$ cat src/rtl/dta_pkg.sv
// Shared types for the two-thread allocator.
// Assumes exactly two threads and a two-bit micro-op kind per thread.
package dta_pkg;
    localparam int NT = 2;

    typedef enum logic [1:0] {
        KIND_PLAIN = 2'b00,
        KIND_LOAD  = 2'b01,
        KIND_STORE = 2'b10,
        KIND_RSVD  = 2'b11
    } uop_kind_e;
endpackage

$ cat src/rtl/dta_pick.sv
// Thread picker: serves the favoured thread when it is eligible, otherwise
// the other one. After each grant the favour moves to the other thread.
// Assumes that elig already accounts for valid and resource room.
module dta_pick (
    input  logic       clk,
    input  logic       rst_n,
    input  logic [1:0] elig,
    output logic       gnt_v,
    output logic       gnt_t
);
    logic prio;

    // grant whenever anyone is eligible; favour first, else fall back
    always_comb begin
        gnt_v = |elig;
        gnt_t = elig[prio] ? prio : ~prio;
    end

    // hand favour to the thread that did not just win
    always_ff @(posedge clk) begin
        if (!rst_n)     prio <= 1'b0;
        else if (gnt_v) prio <= ~gnt_t;
    end
endmodule

$ cat src/rtl/dta_pool.sv
// One shared structure (reorder, load or store buffer). It keeps a usage
// counter and a ring pointer per thread and reports whether each thread's
// pending need fits. The index comes from the selected thread's ring.
// Assumes that releases never exceed usage and that st_mode changes only
// while the pool is drained.
module dta_pool #(
    parameter int TOTAL = 126,
    parameter int CAP   = 63,
    parameter int RW    = 2
) (
    input  logic                     clk,
    input  logic                     rst_n,
    input  logic                     st_mode,
    input  logic [1:0]               need,
    input  logic [1:0]               take,
    input  logic [2*RW-1:0]          rel,
    input  logic                     sel,
    output logic [1:0]               fits,
    output logic [$clog2(TOTAL)-1:0] idx
);
    localparam int CW = $clog2(TOTAL + 1);
    localparam int IW = $clog2(TOTAL);

    logic [CW-1:0] used_v [2];
    logic [IW-1:0] ptr_v  [2];
    logic [IW-1:0] base_v [2];
    logic [CW:0]   sum;
    logic [CW-1:0] lim;
    logic [IW-1:0] last;

    // limit and ring end for the current mode
    always_comb begin
        sum  = {1'b0, used_v[0]} + {1'b0, used_v[1]};
        lim  = st_mode ? CW'(TOTAL) : CW'(CAP);
        last = st_mode ? IW'(TOTAL - 1) : IW'(CAP - 1);
    end

    for (genvar t = 0; t < 2; t++) begin : g_thr
        logic [CW-1:0] used;
        logic [IW-1:0] ptr;

        assign used_v[t] = used;
        assign ptr_v[t]  = ptr;
        assign base_v[t] = st_mode ? '0 : IW'(t * CAP);
        assign fits[t]   = !need[t] || ((used < lim) && (sum < (CW+1)'(TOTAL)));

        // usage: add this cycle's grant, remove retired entries
        always_ff @(posedge clk) begin
            if (!rst_n) used <= '0;
            else        used <= used - CW'(rel[t*RW +: RW]) + CW'(take[t]);
        end

        // ring pointer advances on each grant and wraps at the mode size
        always_ff @(posedge clk) begin
            if (!rst_n)       ptr <= '0;
            else if (take[t]) ptr <= (ptr == last) ? '0 : ptr + 1'b1;
        end
    end

    // index handed to the granted thread
    assign idx = base_v[sel] + ptr_v[sel];
endmodule

$ cat src/rtl/dual_thread_alloc.sv
// Top of the two-thread allocator. Each cycle at most one micro-op is taken
// from the two thread inputs. It receives a reorder slot and, by kind, a
// load or store slot. Caps apply per thread unless st_mode is high.
// Assumes that each thread holds its micro-op until it is granted.
module dual_thread_alloc
    import dta_pkg::*;
#(
    parameter int ROB_TOTAL = 126,
    parameter int ROB_CAP   = 63,
    parameter int LD_TOTAL  = 48,
    parameter int LD_CAP    = 24,
    parameter int ST_TOTAL  = 24,
    parameter int ST_CAP    = 12,
    parameter int RW        = 2
) (
    input  logic                         clk,
    input  logic                         rst_n,
    input  logic                         st_mode,
    input  logic [1:0]                   uop_valid,
    input  logic [3:0]                   uop_kind,
    input  logic [2*RW-1:0]              rel_rob,
    input  logic [2*RW-1:0]              rel_ld,
    input  logic [2*RW-1:0]              rel_st,
    output logic [1:0]                   stall,
    output logic                         grant_valid,
    output logic                         grant_thread,
    output logic [$clog2(ROB_TOTAL)-1:0] grant_rob_idx,
    output logic                         grant_ld_valid,
    output logic [$clog2(LD_TOTAL)-1:0]  grant_ld_idx,
    output logic                         grant_st_valid,
    output logic [$clog2(ST_TOTAL)-1:0]  grant_st_idx
);
    logic [1:0] is_ld, is_st;
    logic [1:0] rob_fit, ld_fit, st_fit;
    logic [1:0] elig, take_rob, take_ld, take_st;
    logic       gnt_v, gnt_t;

    for (genvar t = 0; t < NT; t++) begin : g_dec
        assign is_ld[t] = uop_valid[t] && (uop_kind[2*t +: 2] == KIND_LOAD);
        assign is_st[t] = uop_valid[t] && (uop_kind[2*t +: 2] == KIND_STORE);
    end

    // eligibility, stall flags and per-structure take vectors
    always_comb begin
        elig     = uop_valid & rob_fit & ld_fit & st_fit;
        stall    = uop_valid & ~elig;
        take_rob = gnt_v ? (gnt_t ? 2'b10 : 2'b01) : 2'b00;
        take_ld  = take_rob & is_ld;
        take_st  = take_rob & is_st;
    end

    dta_pick pick_i (
        .clk(clk), .rst_n(rst_n), .elig(elig), .gnt_v(gnt_v), .gnt_t(gnt_t)
    );

    dta_pool #(.TOTAL(ROB_TOTAL), .CAP(ROB_CAP), .RW(RW)) rob_i (
        .clk(clk), .rst_n(rst_n), .st_mode(st_mode), .need(uop_valid),
        .take(take_rob), .rel(rel_rob), .sel(gnt_t), .fits(rob_fit),
        .idx(grant_rob_idx)
    );

    dta_pool #(.TOTAL(LD_TOTAL), .CAP(LD_CAP), .RW(RW)) ld_i (
        .clk(clk), .rst_n(rst_n), .st_mode(st_mode), .need(is_ld),
        .take(take_ld), .rel(rel_ld), .sel(gnt_t), .fits(ld_fit),
        .idx(grant_ld_idx)
    );

    dta_pool #(.TOTAL(ST_TOTAL), .CAP(ST_CAP), .RW(RW)) st_i (
        .clk(clk), .rst_n(rst_n), .st_mode(st_mode), .need(is_st),
        .take(take_st), .rel(rel_st), .sel(gnt_t), .fits(st_fit),
        .idx(grant_st_idx)
    );

    // grant outputs
    always_comb begin
        grant_valid    = gnt_v;
        grant_thread   = gnt_t;
        grant_ld_valid = |take_ld;
        grant_st_valid = |take_st;
    end
endmodule

$ cat config.mk
export PLATFORM = sky130hd
export DESIGN_NAME = dual_thread_alloc
export DESIGN_NICKNAME = d
export VERILOG_FILES = /design/src/rtl/dta_pkg.sv /design/src/rtl/dta_pick.sv /design/src/rtl/dta_pool.sv /design/src/rtl/dual_thread_alloc.sv
export SDC_FILE = /design/constraint.sdc
export NUM_CORES = 1
export LEC_CHECK = 0
export CAP_MARGIN = 20
export CORE_ASPECT_RATIO = 0.7
export CORE_MARGIN = 2
export CORE_UTILIZATION = 60
export CTS_CLUSTER_SIZE = 8
export DETAILED_ROUTE_END_ITERATION = 8
export GPL_ROUTABILITY_DRIVEN = 1
export PLACE_DENSITY = 0.82
export SLEW_MARGIN = 20
export SYNTH_ARGS = -nofsm -noshare
export SYNTH_HDL_FRONTEND = slang
export SYNTH_SLANG_ARGS = --single-unit
$ cat constraint.sdc
create_clock -name clk -period 11.5 [get_ports clk]
set_input_delay 2.3 -clock clk [delete_from_list [all_inputs] [get_ports clk]]
set_output_delay 2.3 -clock clk [all_outputs]
set_load 0.01 [all_outputs]
== Yosys cells after proc, flatten, opt, wreduce, memory -nomap -nowiden ==
Index checks and enable logic that the tools add are counted.
Word-level totals
  memories: 0
  bits in writable memories: 0
  ROM bits: 0
  input port bits: 21
  logic and storage cells: 131
  bits in latches: 0
  flip-flop bits (word level): 73
Cells by class
  multiply operators: 0
  bitwise gates (word level): 10
  reduce and logical (&&, ||, !) cells: 25
  $add $sub $neg: 24
  mux-type cells: 38
  $lt $le $gt $ge: 11
  div/mod/pow operators: 0
  eq/ne operators: 10
  shift-type cells: 0
Operators with widths (number)
  2-to-1 mux 7 bit: 10
  2-to-1 mux 6 bit: 11
  2-to-1 mux 5 bit: 11
  adder 7 x 1 -> 7 bit: 2
  adder 7 x 1 -> 7 bit, second input constant: 2
  equality test 7 bit: 2
  < comparator 7 bit: 2
  subtractor 7 x 2 -> 7 bit: 2
  adder 6 x 1 -> 6 bit: 2
  adder 6 x 1 -> 6 bit, second input constant: 2
  AND 2 bit: 6
  equality test 6 bit: 2
  < comparator 6 bit: 2
  subtractor 6 x 2 -> 6 bit: 2
  adder 5 x 1 -> 5 bit: 2
  adder 5 x 1 -> 5 bit, second input constant: 2
  equality test 5 bit: 2
  logical AND 1 bit: 10
  < comparator 5 bit: 2
  subtractor 5 x 2 -> 5 bit: 2
  adder 7 x 7 -> 8 bit: 1
  < comparator 8 x 7 -> 1 bit, second input constant: 1
  adder 6 x 6 -> 7 bit: 1
  adder 7 bit: 1
  other kinds (18): 36

== Depth between registers and ports, before layout ==
Gate-level depths: netlist of the first run.
  depth after elaboration: 15
  mapped depth: 23

== By module ==
Synthesis of the first run repeated with hierarchy kept, for this count alone.
Unflattened totals
  cells, all modules: 652
  area total of the unflattened synthesis: 5585.4 um^2
Modules (own cells, without submodules)
  dta_pool at rob_i: area each 2344.7 um^2, cells each 277, times used 1, seq. area each 560.5 um^2
  dta_pool at ld_i: area each 1691.6 um^2, cells each 196, times used 1, seq. area each 480.5 um^2
  dta_pool at st_i: area each 1366.3 um^2, cells each 151, times used 1, seq. area each 400.4 um^2
  dual_thread_alloc: area each 130.1 um^2, cells each 22, times used 1, seq. area each 0.0 um^2
  dta_pick: area each 52.6 um^2, cells each 6, times used 1, seq. area each 20.0 um^2

== Worst setup path before layout of the first run ==
OpenSTA, ideal clock, no wires.
  path type: in2out
  start: in st_mode
  end: out grant_rob_idx[6]
  stages: 21
  data arrival time: 7.244 ns
  setup slack: 1.956 ns
  cells stage by stage: clkbuf_1 -> buf_1 -> inv_1 -> ha_1 -> o211ai_1 -> nand2_1 -> or4b_2 -> o211ai_4 -> nand3_2 -> a21oi_4 -> buf_4 -> nor2_1 -> ha_1 -> fa_1 -> a21o_1 -> a21oi_1 -> o21bai_1 -> a21o_1 -> or4_1 -> o41ai_1 -> nor4_1
Between the ends
  word-level cells in the longest chain between the ends: 15
  elaborated cells between the ends (all ways): 36
RTL lines
  start: declaration: RTL line dual_thread_alloc.sv:18  | input logic st_mode,
  2-to-1 mux 7 bit: RTL line dta_pool.sv:34  | lim = st_mode ? CW'(TOTAL) : CW'(CAP);
  < comparator 7 bit: RTL line dta_pool.sv:45  | assign fits[t] = !need[t] || ((used < lim) && (sum < (CW+1)'(TOTAL)));
  logical AND 1 bit: RTL line dta_pool.sv:45
  logical OR 1 bit: RTL line dta_pool.sv:45
  AND 2 bit (3 in series): RTL line dual_thread_alloc.sv:45  | elig = uop_valid & rob_fit & ld_fit & st_fit;
  2-to-1 mux 1 bit (not written as such) (2 in series): RTL line dta_pick.sv:16  | gnt_t = elig[prio] ? prio : ~prio;
  2-to-1 mux 1 bit: RTL line dta_pick.sv:16
  inverter 1 -> 2 bit (not written as such): RTL line dta_pool.sv:61  | assign idx = base_v[sel] + ptr_v[sel];
  2-to-1 mux 7 bit (not written as such) (3 in series): RTL line dta_pool.sv:61
  adder 7 bit (*): RTL line dta_pool.sv:61
  end: declaration: RTL line dual_thread_alloc.sv:27  | output logic [$clog2(ROB_TOTAL)-1:0] grant_rob_idx,
Every way passes the cells marked *; elsewhere a longest branch is shown, timed or not. The select of a mux whose other input is x is not followed.

== Final worst setup path of the first run ==
Ends and elaborated chain as after synthesis.

==> results, run 1 <==
- The flow ran to the end, and the final reports show no timing, DRC or antenna violations.
- The initial standard-cell utilization of the core is 0.612.
- Relative to the synthesized area, the layout overhead comes to 13.7%.
- The highest net fanout along the worst path is 19.
- TritonCTS built the clock tree.
- VDD sags by at most between 0.1 and 0.15 mV.
- After clock tree synthesis, the clock-pin slew on the worst setup and hold paths is 0.05 ns.
- The cell chosen for the clock root is clkbuf_16.
- The filler-free cell count of the finished design is 867.
- The cell area after layout is 6680 µm².
- Dividing the synthesized area by the synthesized cell count gives 8.40 µm².
- Once detailed placement completed, the half-perimeter wirelength came to 10,800 µm.
- The total number of vias is approximately 5,200.
- The largest buffer count on any clock path is 2.
- Wires add up to around 14,000 µm.
- After clock tree synthesis, the flow added hold-fix buffers numbering 0.
- For this run, design rule violations remaining after detail routing come to 0.
- The internal power of the cells totals 843 µW.
- In this run the worst hold path is classified as reg2reg.
- The number of antenna diodes in the final layout is 0.
- The core area is about 9600 µm².
- Dividing total power by cell area gives a power density of 217 nW/µm².
- The number of nets in the finished design is approximately 850.
- The remaining global-route overflow is 0.
- The routed design could run at a clock period as short as 10.61 ns.
- The number of clock sinks is 73.
- The final hold violation count came to 0.
- The tightest hold path in the finished design has a slack of 0.516 ns.
- The max-slew headroom at the worst pin is 0.385.
- The number of placement rows is 30.
- Buffers placed on the I/O ports in this run total 44.
- For this run, the leading register cell type out of synthesis is dfxtp_1.
- The initial antenna violation count is 0.
- Yosys mapped the design onto just under 70 distinct sky130hd cell types.
- The count of flip-flops with a built-in enable after synthesis is 0.
- The later pin in the worst-skew pair is clocked with a latency of 0.34 ns.
- The net switching power of the design is 607 µW.
- The pre-antenna-repair detailed-routing pass consisted of 5 iterations.
- The post-synthesis net count is 810.
- The maximum cell stage delay along the critical path is around 0.66 ns.
- The sequential area share after synthesis is 0.249.
- The share of total power dissipated in the clock network is 0.183.
- The layout has approximately 790 filler cells.
- The via count normalized by instance count is around 6.
- The largest net degree at the start of global routing is a little over 50.
- The die span in y is slightly below 90 µm.
- The slowest library cell on the worst path is or4b_2.
- After synthesis, the cell types taking the most area are dfxtp_1 (25%), ha_1 (17%), inv_1 (4.3%), a21oi_1 (3.8%), nor2_1 (3.4%).
- The average wire per standard cell is ~17 µm.
- In this run the post-CTS setup repair buffer count came out at 0.
- The signal on the critical path passes through clkdlybuf4s50_1 -> inv_1 -> ha_1 -> o211ai_1 -> nand2_1 -> or4b_2 -> o211ai_4 -> nand3_2 -> a21oi_4 -> nor2_1 -> ha_1 -> fa_1 -> a21o_1 -> a21oi_1 -> o21bai_1 -> a21o_1 -> or4_1 -> o41ai_1 -> nor4_1 -> clkdlybuf4s50_1.
- The synthesized netlist occupies a cell area of 5880 µm².
- STA classifies the critical path endpoint as an output pin.
- After synthesis, the share of flip-flops with an asynchronous set or reset is 0.
- The clock tree synthesis step divided the H-tree into 3 levels.
- The first global-routing pass estimated 23,800 µm of wire.
- By count the netlist is led by ha_1 (79), dfxtp_1 (73), inv_1 (68).
- The overall track demand over capacity in global routing is 0.282.
- The data arrival time of the critical path is 8.31 ns.
- Broken down by cell family, the worst path's largest delay share belongs to simple AND/OR/NAND/NOR gates.
- The cell area after placement is 6400 µm².
- The share of synthesized area in the top cell type comes to 0.249.
- The portion of the clock cycle consumed by the worst path in the final layout is 0.923.
- At the end of routability-driven placement, the weighted congestion stood at 0.845.
- Of the total power, the share spent switching nets is 0.418.
- The required time at the endpoint of the critical path is roughly 9.2 ns.
- The startpoint type of the worst setup path is a primary input.
- The horizontal die dimension is between 100 and 150 µm.
- The total die area is 10,600 µm².
- The timing-limited maximum frequency is 94.2 MHz.
- Setup repair after global routing left no endpoint under its margin.
- The class of the most critical setup path is in2out.
- The max-cap violation count is 0.
- After detailed placement, the design holds a cell count of 852.
- The number of gates given a new drive strength after cts is 0.
- The register share of total power is 0.269.
- The total count of max-transition violations in the final report is 0.
- dfxtp_1 takes more of the synthesized area than any other cell.
- Counting the buffers created by CTS gives 9.
- The measured slew at the worst slew-check pin is ~0.92 ns.
- The overall power of the completed layout is ~1400 µW.
- The most common cell in the netlist is ha_1.
- The register bit total from synthesis is 73.
- The number of global-route vias before repair is roughly 5,000.
- For this block, the initial DRC count from the detailed router was about 360.
- The setup TNS is 0 ns.
- The combinational share of power is 0.549.
- The cell leakage power is about 0.003 µW.
- Across the routed clock network, the largest skew measured is 0.00669 ns.
- The remaining number of nets flagged by the antenna check after routing is 0.
- The count of buffer and inverter cells on the critical path is 3.
- The cell count after synthesis came out at 700.
- Setup violations remaining at the end of the flow were counted as 0.
- Yosys printed 0 warnings.
- The number of primary I/O pins is 45.
- Of the cells placed in the final design, the portion with a size suffix greater than 1 is 0.0663.
[state kept, by name (all words and copies together) (netlist names)]
register / cells
st_i.g_thr.ptr: 10
rob_i.g_thr.used: 14
pick_i.prio: 1
ld_i.g_thr.ptr: 12
rob_i.g_thr.ptr: 14
st_i.g_thr.used: 10
ld_i.g_thr.used: 12
[area by class of cell]
| type | count | area (µm²) | share of cell area |
|---|---|---|---|
| Sequential cell | 73 | 1460 | 0.219 |
| Timing Repair Buffer | 47 | 463 | 0.0693 |
| Multi-Input combinational cell | 534 | 4050 | 0.606 |
| Tap cell | 128 | 160 | 0.0240 |
| Inverter | 70 | 265 | 0.0397 |
| Clock inverter | 2 | 12.5 | 0.00187 |
| Clock buffer | 13 | 270 | 0.0404 |
[stage by stage]
step,util,setup slack [ns]
after global routing,0.696,0.469
after CTS,0.696,0.913
after floorplan,-,1.96
after detailed placement,0.666,0.930
final,0.696,0.890
after global placement,0.666,1.17
[layout by cell type (no fill, tap or decap), types with 11 or more instances in the layout]
| master | n |
|---|---|
| ha_1 | 79 |
| xnor2_1 | 14 |
| inv_1 | 68 |
| a21oi_1 | 45 |
| mux2i_1 | 11 |
| mux2_2 | 15 |
| dfxtp_1 | 73 |
| nor2_1 | 54 |
| xor2_1 | 17 |
| clkdlybuf4s50_1 | 44 |
| nand3_1 | 24 |
| a21o_1 | 21 |
| nand4_1 | 11 |
| o21ai_0 | 28 |
| nand2_1 | 44 |
[worst register-to-register path, delay by kind of cell, from the launching register on]
family,cells,cell delay (ns)
DFF,1,0.35
buffers and inverters,3,0.48
adders and majority gates,4,1.32
xor gates and xnor gates,2,0.41
and+or+nand+nor,6,0.91
AOI/OAI and AO/OA,5,1.58
[kinds of logic after synthesis]
logic type | synth area share
adders and majority gates | 0.204
buffers and inverters | 0.0620
DFF | 0.249
xor gates and xnor gates | 0.0462
muxes | 0.0475
AOI/OAI and AO/OA | 0.177
and+or+nand+nor | 0.214
[power groups by stage]
stage / Clock, µW / Sequential (µW) / Combinational, µW
2_1_floorplan: 0 / 362 / 600
3_3_place_gp: 0 / 388 / 729
3_5_place_dp: 0 / 391 / 784
4_1_cts: 268 / 386 / 794
5_1_grt: 277 / 396 / 891
6_report: 265 / 389 / 795
[final timing paths]
| path | from | end | slack (ns) | cells past startpoint |
|---|---|---|---|---|
| worst min register to register | st_i.g_thr[0].ptr[1]$_SDFFE_PN0P_ | st_i.g_thr[0].ptr[1]$_SDFFE_PN0P_ | 0.52 | 2 |
| worst max register to register | rob_i.g_thr[1].used[0]$_SDFF_PN0_ | rob_i.g_thr[1].used[6]$_SDFF_PN0_ | 6.32 | 20 |
| worst max-delay path | st_mode | grant_rob_idx[6] | 0.89 | 20 |
| worst min-delay path | st_i.g_thr[0].ptr[1]$_SDFFE_PN0P_ | st_i.g_thr[0].ptr[1]$_SDFFE_PN0P_ | 0.52 | 2 |
[routing by layer]
metal / share of wire / GRT usage / wire length, µm / up-vias
li1: - / - / - / 2583
met1: 0.45 / 0.364 / 6570 / 2473
met2: 0.47 / 0.468 / 6800 / 160
met3: 0.058 / 0.0632 / 833 / 24
met4: 0.019 / 0.0972 / 270 / 0
met5: 0 / 0 / 0 / -
Power figures use the tool's default switching activity.
==> run 2, diff against run 1 <==
--- a/config.mk
+++ b/config.mk
@@ -12,6 +12,7 @@
 export CTS_CLUSTER_SIZE = 8
 export DETAILED_ROUTE_END_ITERATION = 8
 export GPL_ROUTABILITY_DRIVEN = 1
+export GPL_TIMING_DRIVEN = 0
 export PLACE_DENSITY = 0.82
 export SLEW_MARGIN = 20
 export SYNTH_ARGS = -nofsm -noshare
==> results, run 2 (synthesis results as in run 1) <==
- The power density of the placed cells was 221 nW/µm² (+1.7%).
- The flow ran to the end, and the final reports show no timing, DRC or antenna violations.
- The largest net degree at the start of global routing is 12 (-76%).
- The internal power was 886 µW (+5.2%).
- The cell chosen for the clock root is clkbuf_16.
- The clock tree from TritonCTS is yes.
- The setup clock skew after layout is 0.00505 ns (-0.00165 ns).
- The fraction of layout cells with a size suffix above 1 came to 0.0707 (+0.00437).
- The switching part of the total came to 0.411 (-0.00791).
- The via count normalized by instance count is 6.08 (+0.67%).
- The overall power of the completed layout is 1500 µW (+3.7%).
- The leading cell type in the layout, fill and taps excluded is ha_1.
- The net switching power of the design is 617 µW (+1.8%).
- The setup TNS is 0 ns (unchanged).
- The length of the first detailed-routing pass in iterations is 5 (unchanged).
- The clock group share of total power came to 0.200 (+0.017).
- The timing-limited maximum frequency is 89.5 MHz (-5.0%).
- The critical path is of the in2out type.
- The initial antenna violation count is 0 (unchanged).
- The largest buffer count on any clock path was 2 (unchanged).
- The core area is 9610 µm² (unchanged).
- The number of nets in the finished design is 869 (+2.8%).
- The class of the most critical hold timing path is reg2reg.
- The overall track demand over capacity in global routing is 0.292 (+0.00943).
- The DRC violations left is 0 (unchanged).
- The clock-pin slew on the worst setup and hold paths was 0.06 ns (about the same).
- The post-detailed-routing wire length is 15,000 µm (+3.8%).
- The number of buffers added by the clock tree synthesis step is 9 (unchanged).
- The total count of max-transition violations in the final report is 0 (unchanged).
- The detailed-placement wirelength estimate is 11,400 µm (+5.8%).
- The number of buffers inserted by port buffering is 44 (unchanged).
- The total die area was 10,600 µm² (unchanged).
- Setup repair after global routing left no endpoint under its margin.
- The worst-case setup slack after placement is -0.266 ns (-1.20 ns).
- The number of placement rows is 30 (unchanged).
- The final hold violation count is 0 (unchanged).
- The max-cap violation count is 0 (unchanged).
- The number of global-route vias before repair was 5,198 (+3.8%).
- The remaining number of nets flagged by the antenna check after routing came to 0 (unchanged).
- The cell leakage power is 0.00303 µW (+2.0%).
- The register share of total power is 0.254 (-0.015).
- The top cell types in the final layout, fill and taps aside, are ha_1 (79), dfxtp_1 (73), inv_1 (68).
- The die span in y is 86.8 µm (unchanged).
- The worst setup path is captured at an output pin.
- The routability congestion estimate came to 0.913 (+8.1%).
- The horizontal die dimension was 122 µm (unchanged).
- The total setup violations reported at the end of the flow is 0 (unchanged).
- The final critical delay including setup and external delays is 11.17 ns (+0.557 ns).
- The end-of-flow core utilization is 0.710 (+0.0139).
- The count of buffer and inverter cells on the critical path was 6 (+3).
- The remaining global-route overflow is 0 (unchanged).
- The combinational share of power is 0.546 (-0.003).
- The worst-case hold slack is 0.526 ns (+0.0104 ns).
- The peak supply drop is 0.164 mV (+40%).
- The level count of the clock H-tree came to 3 (unchanged).
- The total number of vias is 5,427 (+3.6%).
- The slowest library cell on the worst path is or4b_2.
- From synthesis to final layout, the design area changed by 16.0%.
- The highest net fanout along the worst path is 10 (-9).
- The detailed router's first-iteration violation count was 496 (+39%).
- The maximum cell stage delay along the critical path is 0.67 ns (about the same).
- The startpoint type of the worst setup path is a primary input.
- The latest clock arrival within the worst-skew pair came to 0.34 ns (about the same).
- The number of clock sinks is 73 (unchanged).
- The portion of the clock cycle consumed by the worst path in the final layout is 0.971 (+0.0484).
- The required time at the endpoint of the critical path is 9.20 ns (about the same).
- Traced cell by cell, the critical path runs through clkdlybuf4s50_1 -> clkbuf_2 -> buf_2 -> inv_1 -> ha_1 -> o211ai_1 -> nand2_1 -> or4b_2 -> o211ai_4 -> nand3_2 -> a21oi_4 -> buf_4 -> nor2_2 -> ha_1 -> fa_1 -> a21o_1 -> a21oi_1 -> o21bai_1 -> a21o_1 -> or4_1 -> o41ai_1 -> nor4_1 -> clkdlybuf4s50_1.
- The kind of cell with the highest combined delay along the critical path is buffers and inverters.
- The data arrival time of the critical path came to 8.87 ns (+0.56 ns).
- The initial standard-cell utilization of the core was 0.612 (unchanged).
- The final antenna diode count is 0 (unchanged).
- The max-slew headroom at the worst pin is 0.478 (+0.0930).
- In the final layout, the registers with the most flip-flops are rob_i.g_thr.ptr x14, rob_i.g_thr.used x14.
- The number of primary I/O pins was 45 (unchanged).
- The average wire per standard cell is 16.8 µm (+0.93%).
- The setup slack after layout is 0.333 ns (-0.557 ns).
- The wire length of the first global-routing pass is 24,500 µm (+3.1%).
- The measured slew at the worst slew-check pin was 0.783 ns (-0.136 ns).
[run 2: cell types whose count changed in the layout (fill, tap and decap cells not counted), sizes merged]
cell	change
buf	+7
clkinvlp	-1
bufinv	+2
clkbuf	+17
[run 2: power groups by stage]
stage / logic (µW) / clock network (µW) / registers, µW
4_1_cts: 802 / 301 / 380
5_1_grt: 919 / 311 / 390
6_report: 822 / 300 / 382
2_1_floorplan: 600 / 0 / 362
3_3_place_gp: 745 / 0 / 381
3_5_place_dp: 795 / 0 / 385
[run 2: path summary, 6_finish.rpt]
kind                                                        start                           endpoint  slack (ns)  cells past startpoint
worst max-delay path                                      st_mode                   grant_rob_idx[6]        0.33                     23
worst min-delay path            st_i.g_thr[0].ptr[0]$_SDFFE_PN0P_  st_i.g_thr[0].ptr[0]$_SDFFE_PN0P_        0.53                      2
worst max register to register   ld_i.g_thr[1].used[1]$_SDFF_PN0_  rob_i.g_thr[1].used[6]$_SDFF_PN0_        6.62                     20
worst min register to register  st_i.g_thr[0].ptr[0]$_SDFFE_PN0P_  st_i.g_thr[0].ptr[0]$_SDFFE_PN0P_        0.53                      2
[run 2: timing repair]
action / in CTS / in global routing
setup endpoints to repair: 2 / 1
hold buffers: 0 / 0
gates resized for setup: 2 / 1
buffers inserted: 0 / 4
pin swaps: 0 / 1
[run 2: through the flow]
step           cells  instance area, µm²
2_1_floorplan    700                5880
4_1_cts          888                6790
5_1_grt          892                6820
6_report         892                6820
3_5_place_dp     872                6480
3_3_place_gp     872                6480
[run 2: area by class of cell]
class / instances / area [µm²]
inverters: 70 / 265
well taps: 128 / 160
clock buffers: 13 / 240
fillers: 771 / 2790
plain buffers: 23 / 101
multi-input cells: 534 / 4050
flip-flops and latches: 73 / 1460
clock inverters: 3 / 65.1
repair buffers: 48 / 470
[run 2: worst register-to-register path, cell delays in order, from the launching register on]
cell and delay (ns):
dfxtp_1 0.32, ha_1 0.29, a311o_1 0.29, a211o_1 0.34, a311oi_1 0.43, o211ai_2 0.31, a311oi_4 0.43, inv_2 0.19
clkbuf_1 0.32, ha_1 0.37, inv_1 0.06, ha_1 0.15, inv_1 0.05, fa_1 0.37, nor2b_1 0.16, o21a_1 0.12
nor2_1 0.06, o21bai_1 0.14, a21oi_1 0.10, xnor2_1 0.16, nor2_1 0.06
[run 2: layer usage]
layer  wire length [µm]  global-route usage  share of wire
met1               6750               0.391           0.45
met2               6940               0.485           0.46
met3               1070              0.0474          0.071
met4                267              0.0867          0.018
met5                  0                   0              0
==> run 3, diff against run 2 <==
--- a/config.mk
+++ b/config.mk
@@ -14,6 +14,7 @@
 export GPL_ROUTABILITY_DRIVEN = 1
 export GPL_TIMING_DRIVEN = 0
 export PLACE_DENSITY = 0.82
+export SKIP_CTS_REPAIR_TIMING = 1
 export SLEW_MARGIN = 20
 export SYNTH_ARGS = -nofsm -noshare
 export SYNTH_HDL_FRONTEND = slang
==> results, run 3 (synthesis results as in run 1) <==
- The run finished with clean final reports.
- The max-cap violation count is 0 (unchanged).
- The clock tree from TritonCTS is yes.
- The wire length of the first global-routing pass was 24,500 µm (about the same).
- The layout overhead on the synthesized area is 16.0% (unchanged).
- The total count of max-transition violations in the final report is 0 (unchanged).
- The maximum cell stage delay along the critical path is 0.67 ns (about the same).
- The overall power of the completed layout is 1500 µW (about the same).
- The post-detailed-routing wire length is 15,000 µm (+0.15%).
- The number of global-route vias before repair is 5,196 (-0.038%).
- The number of buffers inserted by port buffering came to 44 (unchanged).
- The final antenna diode count is 0 (unchanged).
- On the critical path the largest part of the delay comes from buffers and inverters.
- The level count of the clock H-tree is 3 (unchanged).
- In the final layout, the registers with the most flip-flops are rob_i.g_thr.ptr x14, rob_i.g_thr.used x14.
- The length of the first detailed-routing pass in iterations is 5 (unchanged).
- The count of buffer and inverter cells on the critical path is 6 (unchanged).
- The end-of-flow core utilization is 0.710 (unchanged).
- The initial standard-cell utilization of the core was 0.612 (unchanged).
- The die span in y came to 86.8 µm (unchanged).
- The DRC violations left is 0 (unchanged).
- The routability congestion estimate is 0.913 (unchanged).
- The horizontal die dimension is 122 µm (unchanged).
- The number of placement rows came to 30 (unchanged).
- The timing-limited maximum frequency is 89.4 MHz (-0.13%).
- The largest individual stage delay along the critical path comes from the cell or4b_2.
- The number of clock sinks is 73 (unchanged).
- The worst hold path belongs to the class reg2reg.
- The critical path goes through clkdlybuf4s50_1 -> clkbuf_2 -> clkbuf_2 -> inv_1 -> ha_1 -> o211ai_1 -> nand2_1 -> or4b_2 -> o211ai_4 -> nand3_2 -> a21oi_4 -> buf_4 -> nor2_2 -> ha_1 -> fa_1 -> a21o_1 -> a21oi_1 -> o21bai_1 -> a21o_1 -> or4_1 -> o41ai_1 -> nor4_1 -> clkdlybuf4s50_1.
- The measured slew at the worst slew-check pin was 0.780 ns (-0.00291 ns).
- The area of the multi-input gates is 4050 µm² (unchanged).
- The total setup violations reported at the end of the flow is 0 (unchanged).
- The number of fillers in the final layout is 773 (+0.26%).
- The core area was 9610 µm² (unchanged).
- In the layout the commonest cells are ha_1 (79), dfxtp_1 (73), inv_1 (68).
- The max-slew headroom at the worst pin came to 0.480 (+0.00194).
- The required time at the endpoint of the critical path is 9.20 ns (about the same).
- The detailed-placement wirelength estimate is 11,400 µm (unchanged).
- The initial antenna violation count is 0 (unchanged).
- The final critical delay including setup and external delays came to 11.18 ns (+0.0151 ns).
- The total number of vias is 5,417 (-0.18%).
- The storage element area is 1460 µm² (unchanged).
- The remaining number of nets flagged by the antenna check after routing is 0 (unchanged).
- The average wire per standard cell is 16.9 µm (+0.15%).
- The largest buffer count on any clock path came to 2 (unchanged).
- The detailed router's first-iteration violation count was 465 (-6.3%).
- The largest net degree at the start of global routing is 12 (unchanged).
- The class of the most critical setup path is in2out.
- The cell leakage power is 0.00303 µW (about the same).
- The fraction of layout cells with a size suffix above 1 was 0.0707 (unchanged).
- The latest clock arrival within the worst-skew pair came to 0.35 ns (about the same).
- The worst setup path is launched from a primary input.
- The via count normalized by instance count is 6.07 (-0.18%).
- The number of buffers added by the clock tree synthesis step came to 9 (unchanged).
- Setup repair after global routing left no endpoint under its margin.
- The nature of the critical path endpoint is an output pin.
- The total die area is 10,600 µm² (unchanged).
- The overall track demand over capacity in global routing is 0.292 (about the same).
- The remaining global-route overflow is 0 (unchanged).
- The portion of the clock cycle consumed by the worst path in the final layout came to 0.972 (+0.00131).
- The power density of the placed cells came to 221 nW/µm² (about the same).
- The library cell used most frequently in the layout, excluding fill and tap cells, is ha_1.
- The tree is rooted in a clkbuf_16.
- The number of primary I/O pins is 45 (unchanged).
- The final hold violation count is 0 (unchanged).
- The number of nets in the finished design is 869 (unchanged).
- The peak supply drop is 0.164 mV (about the same).
- The setup clock skew after layout is 0.00639 ns (+0.00134 ns).
- The data arrival time of the critical path is 8.88 ns (about the same).
- The highest net fanout along the worst path came to 10 (unchanged).
- The clock-pin slew on the worst setup and hold paths is 0.06 ns (about the same).
run 3: cell types whose count changed in the layout (fill, tap and decap cells not counted), sizes merged:
cell / delta
buf: -1
clkbuf: +1
run 3: layer usage:
metal  share of wire  track usage  up-vias  routed length, µm
met4           0.017       0.0867        0                261
met5               0            0        -                  0
li1                -            -     2627                  -
met2            0.46        0.483      228               6950
met3           0.075       0.0474       26               1130
met1            0.45        0.393     2536               6700
run 3: tightest hold or removal path, stage by stage (launching register included):
cell	delay (ns)
dfxtp_1	0.34
nand2_1	0.07
mux2i_1	0.06
run 3: layout make-up:
type / instances / area share
Sequential cell: 73 / 0.214
Timing Repair Buffer: 48 / 0.0690
Clock inverter: 3 / 0.00954
Inverter: 70 / 0.0389
Buffer: 23 / 0.0149
Clock buffer: 13 / 0.0352
Multi-Input combinational cell: 534 / 0.595
Tap cell: 128 / 0.0235
run 3: report_power, final:
group / total, µW / switching [µW] / internal (µW)
Clock: 301 / 111 / 190
Combinational: 822 / 439 / 383
Sequential: 382 / 68.5 / 313
run 3: worst paths after layout:
kind | startpoint | to | slack [ns] | cells after the start
max | st_mode | grant_rob_idx[6] | 0.32 | 23
min reg2reg | st_i.g_thr[0].ptr[1]$_SDFFE_PN0P_ | st_i.g_thr[0].ptr[1]$_SDFFE_PN0P_ | 0.52 | 2
min | st_i.g_thr[0].ptr[1]$_SDFFE_PN0P_ | st_i.g_thr[0].ptr[1]$_SDFFE_PN0P_ | 0.52 | 2
max reg2reg | ld_i.g_thr[1].used[1]$_SDFF_PN0_ | rob_i.g_thr[1].used[6]$_SDFF_PN0_ | 6.62 | 20
run 3: stage by stage:
step / area, µm² / cells / hold WS [ns] / setup slack, ns / setup TNS [ns]
after global placement: 6480 / 872 / 0.482 / -0.0791 / -0.0791
after floorplan: 5880 / 700 / 0.465 / 1.96 / 0
after detailed placement: 6480 / 872 / 0.511 / -0.266 / -0.266
final: 6820 / 892 / 0.524 / 0.318 / 0
after CTS: 6780 / 888 / 0.515 / -0.315 / -0.318
after global routing: 6820 / 892 / 0.536 / 0.0863 / 0
